<file path="src/rtl/sid_match_pkg.sv">
package sid_match_pkg;

    localparam int unsigned DEF_ENTRIES = 40;
    localparam int unsigned DEF_ID_W    = 15;
    localparam int unsigned DEF_CTX_W   = 7;

    // Index width for a table of n entries, never below one bit.
    function automatic int unsigned idx_bits(input int unsigned n);
        return (n > 1) ? $clog2(n) : 1;
    endfunction

endpackage

</file>
<file path="src/rtl/sid_entry_bank.sv">
module sid_entry_bank #(
    parameter int unsigned NUM_ENTRIES = 40,
    parameter int unsigned ID_W        = 15,
    parameter int unsigned CTX_W       = 7,
    parameter int unsigned IDX_W       = 6
) (
    input  logic                                clk,
    input  logic                                rst_n,
    input  logic                                wr_en,
    input  logic [IDX_W-1:0]                    wr_idx,
    input  logic                                wr_valid,
    input  logic [ID_W-1:0]                     wr_value,
    input  logic [ID_W-1:0]                     wr_mask,
    input  logic [CTX_W-1:0]                    wr_ctx,
    output logic [NUM_ENTRIES-1:0]              ent_vld,
    output logic [NUM_ENTRIES-1:0][ID_W-1:0]    ent_val,
    output logic [NUM_ENTRIES-1:0][ID_W-1:0]    ent_msk,
    output logic [NUM_ENTRIES-1:0][CTX_W-1:0]   ent_ctx
);

    typedef struct packed {
        logic              vld;
        logic [ID_W-1:0]   val;
        logic [ID_W-1:0]   msk;
        logic [CTX_W-1:0]  ctx;
    } entry_t;

    entry_t tbl_d [NUM_ENTRIES];
    entry_t tbl_q [NUM_ENTRIES];

    always_comb begin
        for (int i = 0; i < NUM_ENTRIES; i++) begin
            tbl_d[i] = tbl_q[i];
            if (wr_en && (wr_idx == IDX_W'(i))) begin
                tbl_d[i].vld = wr_valid;
                tbl_d[i].val = wr_value;
                tbl_d[i].msk = wr_mask;
                tbl_d[i].ctx = wr_ctx;
            end
        end
    end

    always_ff @(posedge clk) begin
        for (int i = 0; i < NUM_ENTRIES; i++) begin
            if (!rst_n) begin
                tbl_q[i] <= '0;
            end else begin
                tbl_q[i] <= tbl_d[i];
            end
        end
    end

    for (genvar g = 0; g < NUM_ENTRIES; g++) begin : g_out
        assign ent_vld[g] = tbl_q[g].vld;
        assign ent_val[g] = tbl_q[g].val;
        assign ent_msk[g] = tbl_q[g].msk;
        assign ent_ctx[g] = tbl_q[g].ctx;
    end

endmodule

</file>
<file path="src/rtl/sid_cmp_array.sv">
module sid_cmp_array #(
    parameter int unsigned NUM_ENTRIES = 40,
    parameter int unsigned ID_W        = 15
) (
    input  logic [ID_W-1:0]                   lk_id,
    input  logic [NUM_ENTRIES-1:0]            ent_vld,
    input  logic [NUM_ENTRIES-1:0][ID_W-1:0]  ent_val,
    input  logic [NUM_ENTRIES-1:0][ID_W-1:0]  ent_msk,
    output logic [NUM_ENTRIES-1:0]            hit_vec
);

    // One ternary comparator per entry: care bits must agree.
    for (genvar g = 0; g < NUM_ENTRIES; g++) begin : g_cmp
        logic [ID_W-1:0] diff;
        assign diff       = (lk_id ^ ent_val[g]) & ~ent_msk[g];
        assign hit_vec[g] = ent_vld[g] & (diff == '0);
    end

endmodule

</file>
<file path="src/rtl/sid_prio_enc.sv">
module sid_prio_enc #(
    parameter int unsigned NUM_ENTRIES = 40,
    parameter int unsigned IDX_W       = 6
) (
    input  logic [NUM_ENTRIES-1:0] hit_vec,
    output logic                   any_hit,
    output logic                   multi_hit,
    output logic [IDX_W-1:0]       first_idx
);

    logic [NUM_ENTRIES-1:0] rest;

    always_comb begin
        first_idx = '0;
        for (int i = NUM_ENTRIES - 1; i >= 0; i--) begin
            if (hit_vec[i]) begin
                first_idx = IDX_W'(i);
            end
        end
    end

    // Clearing the lowest set bit leaves something only if two or more hit.
    assign rest      = hit_vec & (hit_vec - NUM_ENTRIES'(1));
    assign any_hit   = |hit_vec;
    assign multi_hit = |rest;

endmodule

</file>
<file path="src/rtl/sid_match_table.sv">
module sid_match_table #(
    parameter int unsigned NUM_ENTRIES = sid_match_pkg::DEF_ENTRIES,
    parameter int unsigned ID_W        = sid_match_pkg::DEF_ID_W,
    parameter int unsigned CTX_W       = sid_match_pkg::DEF_CTX_W,
    localparam int unsigned IDX_W      = sid_match_pkg::idx_bits(NUM_ENTRIES)
) (
    input  logic              clk,
    input  logic              rst_n,
    input  logic              wr_en,
    input  logic [IDX_W-1:0]  wr_idx,
    input  logic              wr_valid,
    input  logic [ID_W-1:0]   wr_value,
    input  logic [ID_W-1:0]   wr_mask,
    input  logic [CTX_W-1:0]  wr_ctx,
    input  logic              lk_valid,
    input  logic [ID_W-1:0]   lk_id,
    output logic              rsp_valid,
    output logic              rsp_hit,
    output logic [IDX_W-1:0]  rsp_idx,
    output logic [CTX_W-1:0]  rsp_ctx,
    output logic              rsp_alias,
    output logic              rsp_fault
);

    typedef struct packed {
        logic              valid;
        logic              hit;
        logic [IDX_W-1:0]  idx;
        logic [CTX_W-1:0]  ctx;
        logic              alias_f;
        logic              fault;
    } rsp_t;

    logic [NUM_ENTRIES-1:0]              ent_vld;
    logic [NUM_ENTRIES-1:0][ID_W-1:0]    ent_val;
    logic [NUM_ENTRIES-1:0][ID_W-1:0]    ent_msk;
    logic [NUM_ENTRIES-1:0][CTX_W-1:0]   ent_ctx;
    logic [NUM_ENTRIES-1:0]              hit_vec;
    logic                                any_hit;
    logic                                multi_hit;
    logic [IDX_W-1:0]                    first_idx;

    rsp_t rsp_d;
    rsp_t rsp_q;

    sid_entry_bank #(
        .NUM_ENTRIES (NUM_ENTRIES),
        .ID_W        (ID_W),
        .CTX_W       (CTX_W),
        .IDX_W       (IDX_W)
    ) u_bank (
        .clk      (clk),
        .rst_n    (rst_n),
        .wr_en    (wr_en),
        .wr_idx   (wr_idx),
        .wr_valid (wr_valid),
        .wr_value (wr_value),
        .wr_mask  (wr_mask),
        .wr_ctx   (wr_ctx),
        .ent_vld  (ent_vld),
        .ent_val  (ent_val),
        .ent_msk  (ent_msk),
        .ent_ctx  (ent_ctx)
    );

    sid_cmp_array #(
        .NUM_ENTRIES (NUM_ENTRIES),
        .ID_W        (ID_W)
    ) u_cmp (
        .lk_id   (lk_id),
        .ent_vld (ent_vld),
        .ent_val (ent_val),
        .ent_msk (ent_msk),
        .hit_vec (hit_vec)
    );

    sid_prio_enc #(
        .NUM_ENTRIES (NUM_ENTRIES),
        .IDX_W       (IDX_W)
    ) u_prio (
        .hit_vec   (hit_vec),
        .any_hit   (any_hit),
        .multi_hit (multi_hit),
        .first_idx (first_idx)
    );

    // Lookups read the registered table, so a write in the same cycle
    // only becomes visible to the next lookup.
    always_comb begin
        rsp_d       = '0;
        rsp_d.valid = lk_valid;
        if (lk_valid) begin
            rsp_d.hit     = any_hit;
            rsp_d.fault   = ~any_hit;
            rsp_d.alias_f = multi_hit;
            if (any_hit) begin
                rsp_d.idx = first_idx;
                rsp_d.ctx = ent_ctx[first_idx];
            end
        end
    end

    always_ff @(posedge clk) begin
        if (!rst_n) begin
            rsp_q <= '0;
        end else begin
            rsp_q <= rsp_d;
        end
    end

    assign rsp_valid = rsp_q.valid;
    assign rsp_hit   = rsp_q.hit;
    assign rsp_idx   = rsp_q.idx;
    assign rsp_ctx   = rsp_q.ctx;
    assign rsp_alias = rsp_q.alias_f;
    assign rsp_fault = rsp_q.fault;

endmodule

</file>
<file path="config.mk">
export PLATFORM = sky130hd
export DESIGN_NAME = sid_match_table
export DESIGN_NICKNAME = d
export VERILOG_FILES = /design/src/rtl/sid_match_pkg.sv /design/src/rtl/sid_entry_bank.sv /design/src/rtl/sid_cmp_array.sv /design/src/rtl/sid_prio_enc.sv /design/src/rtl/sid_match_table.sv
export SDC_FILE = /design/constraint.sdc
export NUM_CORES = 2
export LEC_CHECK = 0
export BUFFER_PORTS_ARGS = -buffer_cell sky130_fd_sc_hd__buf_2
export CAP_MARGIN = 40
export CORE_ASPECT_RATIO = 1.75
export CORE_MARGIN = 4
export CORE_UTILIZATION = 53
export DETAILED_ROUTE_END_ITERATION = 16
export PLACE_DENSITY_LB_ADDON = 0.12
export SYNTH_ARGS = -nofsm -noshare
export SYNTH_HDL_FRONTEND = slang
export SYNTH_HIERARCHICAL = 1
export SYNTH_SLANG_ARGS = --single-unit
</file>
<file path="constraint.sdc">
create_clock -name clk -period 5.05 [get_ports clk]
set_clock_uncertainty 0.05 [all_clocks]
set_input_delay 1.01 -clock clk [delete_from_list [all_inputs] [get_ports clk]]
set_output_delay 1.01 -clock clk [all_outputs]
set_load 0.02 [all_outputs]
</file>
==> flow_summary.ini <==
[layout]
final_cell_mix = mux2i_1 (1560), nand2_1 (1546), dfxtp_1 (1537), xnor2_1 (599), buf_4 (337)
fin_area_um2 = 74700
area_growth_pct = 12.0
fin_nets = 6722
drive_gt1_share_pct = 12.5
final_common_cell = mux2i_1
fillerInstances = 10700

[timing]
hold_viol_final = 0
finalCritPeriodShare_pct = 98.8
timing.fmax_mhz = 200
rsz0062_at_grt = false
setup_viol = 0
max_slew.worst_pin.slew_ns = 1.19
worst_slack_ns = 0.0598
min_period_ns = 4.99
relSlewSlack_pct = 20.7
drv_slew = 0

[detailed_routing]
vias = 48100
via_per_inst = 5.72
avgRoutedWirePerCell_um = 23.9
routed_wl_mm = 201
drt_iter0_drc = 3497
drc = 0
drt_first_pass_iters = 5
antenna_left = 0

[logic_synthesis]
syn_inst = 6649
async_flop_share_pct = 0
synth.net_count = 6712
synth-edff-count = 0
synth_cell_types = 74
yosysWarnings = 6
synth_area_um2 = 66700
synth-main-ff-cell = dfxtp_1
avgSynthCellArea_um2 = 10.0
ys_seq_area_share_pct = 46.2
synth_seq_cells = 1537

[grt]
antenna_found_initial = 4
grtUsageTotal_pct = 29.5
grt_max_degree = 238
grt_pass1_vias = 48300
grt_overflow = 0
grt_pass1_wl_mm = 300

[place]
hpwl_mm = 126
placed_cell_area_um2 = 70000
gp_congestion = 0.923
dp_slack_ns = -1.09
port_buffers = 79

[power]
powerDensity_nw_per_um2 = 329
ir_drop_uv = 394
power.total_mw = 24.6
p_leak_nw = 34.3

[die]
coreArea_um2 = 125000
chipHeight_um = 477
die-area_um2 = 132000
start_util_pct = 53.5
io_pins = 80
die_x_um = 276
row_count = 171

[clock_tree]
cts_made_buffers = 142
clk_path_buf_depth = 3
cts_tree = yes
cts.clk_slew.worst_paths_ns = 0.06
worst_skew_pair.late_latency_ns = 0.79
htree_levels = 4
clockRootBuffer = clkbuf_16
clock_sinks = 1537

[min_path]
hold_depth = 2
whs_endpoint = u_bank/tbl_q[31][6]$_SDFFE_PN0P_
hp-start = u_bank/tbl_q[31][6]$_SDFFE_PN0P_
worstHoldPathType = reg -> reg

[run_status]
outcome = completed

[job]
max_cap_viol_count = 0

[worst_setup_path]
required_ns = 5.65
r2r_cells = 18
worstReg2RegEnd = rsp_ctx[0]$_SDFF_PN0_
crit_fanout = 23
cp_data_arrival_time_ns = 5.59
critPathLaunchType = input pin
r2r_setup_slack_ns = 0.23
cp-end-kind = flip-flop
worstSetupPathType = in -> reg
rr_startpoint = u_bank/tbl_q[38][36]$_SDFFE_PN0P_
==> flip-flops by register name (all words and copies together), names as in the netlist <==
signal and count:
rsp_alias 1, rsp_ctx 7, rsp_fault 1, rsp_hit 1, rsp_idx 6, rsp_valid 1
u_bank/tbl_q 1520
==> worst max-delay path, cell delays in order <==
cell and delay (ns):
buf_4 0.25, xnor2_1 0.15, o22ai_1 0.11, or4_1 0.59, nor2_1 0.35, nor2_1 0.09, o31ai_2 0.32, a21boi_0 0.22
o31a_1 0.29, o41ai_2 0.36, a2111oi_2 0.17, nor2_4 0.18, buf_12 0.21, buf_12 0.22, mux4_2 0.31, nor2b_1 0.14
a211oi_1 0.34, buf_4 0.18, o41ai_2 0.06
==> synthesized netlist by cell type (13+ instances only) <==
library cell	instances	area [µm²]
buf_4	91	683
o22ai_1	265	1660
xnor2_1	600	5260
buf_6	48	541
mux2i_1	1560	15600
dfxtp_1	1537	30800
o21ai_0	52	260
mux2_2	16	180
or4_1	75	563
nor2_1	65	244
clkbuf_1	340	1280
a22oi_1	14	105
mux4_1	13	342
nand2_1	1601	6010
buf_2	115	576
mux4_2	36	811
o221ai_1	13	114
a21oi_1	22	110
==> stage by stage <==
| stage | util [%] | setup TNS (ns) | hold WS (ns) | instances |
|---|---|---|---|---|
| 2_1_floorplan | - | 0 | 0.380 | 6649 |
| 3_3_place_gp | 55.9 | -10.33 | 0.389 | 8135 |
| 3_5_place_dp | 56.2 | -6.98 | 0.396 | 8156 |
| 4_1_cts | 59.9 | 0 | 0.391 | 8399 |
| 5_1_grt | 60.0 | 0 | 0.409 | 8402 |
| 6_report | 60.0 | 0 | 0.407 | 8403 |
==> repair_timing <==
item | 4_1_cts | 5_1_grt
endpoints found under the setup margin | 6 | 7
gates resized for setup | 7 | 6
pin swaps | 1 | 1
hold buffers | 0 | 0
buffers inserted | 0 | 2
==> cell families (layout without fill, tap and decap cells) <==
group	after synthesis	in the layout	synth area share (%)
and+or+nand+nor	1851	1851	11.6
muxes	1625	1625	25.4
DFF	1537	1537	46.2
buffers and inverters	611	720	4.79
xor gates and xnor gates	600	600	7.88
AOI/OAI and AO/OA	422	422	4.14
adders and majority gates	3	3	0.0450
other	0	2	0
==> power breakdown <==
part | switching, mW | internal (mW) | leakage (nW)
Sequential | 0.0297 | 12.2 | 12.4
Clock | 4.81 | 6.04 | 2.26
Combinational | 1.04 | 0.479 | 19.7
Total | 5.87 | 18.7 | 34.3
==> metal layers <==
layer / part of all wire [%] / up-vias / track usage, % / wire length, µm
li1: - / 22500 / - / -
met1: 41 / 24000 / 35.6 / 81900
met3: 4.6 / 401 / 4.21 / 9290
met4: 4.7 / 0 / 12.7 / 9470
met5: 0 / - / 0 / 0
met2: 50 / 1238 / 52.3 / 100000
==> layout make-up <==
| cell class | instances | area (µm²) | share of cell area, % |
|---|---|---|---|
| Multi-Input combinational cell | 4501 | 33000 | 44.2 |
| Antenna cell | 2 | 5.00 | 0.00670 |
| Sequential cell | 1537 | 30800 | 41.2 |
| Clock inverter | 39 | 473 | 0.633 |
| Tap cell | 1643 | 2060 | 2.75 |
| Inverter | 9 | 33.8 | 0.0452 |
| Timing Repair Buffer | 468 | 4240 | 5.68 |
| Clock buffer | 204 | 4110 | 5.50 |
==> worst max-delay path by stage <==
stage / end / depth (start not counted) / start
finish: rsp_ctx[0]$_SDFF_PN0_ / 19 / lk_id[9]
global route: rsp_ctx[5]$_SDFF_PN0_ / 20 / lk_id[3]
floorplan: rsp_ctx[4]$_SDFF_PN0_ / 20 / lk_id[3]
CTS: rsp_ctx[5]$_SDFF_PN0_ / 20 / lk_id[6]
detailed placement: rsp_ctx[6]$_SDFF_PN0_ / 15 / lk_id[9]
global placement: rsp_ctx[6]$_SDFF_PN0_ / 17 / lk_id[9]
(Power assumes the default switching activity.)
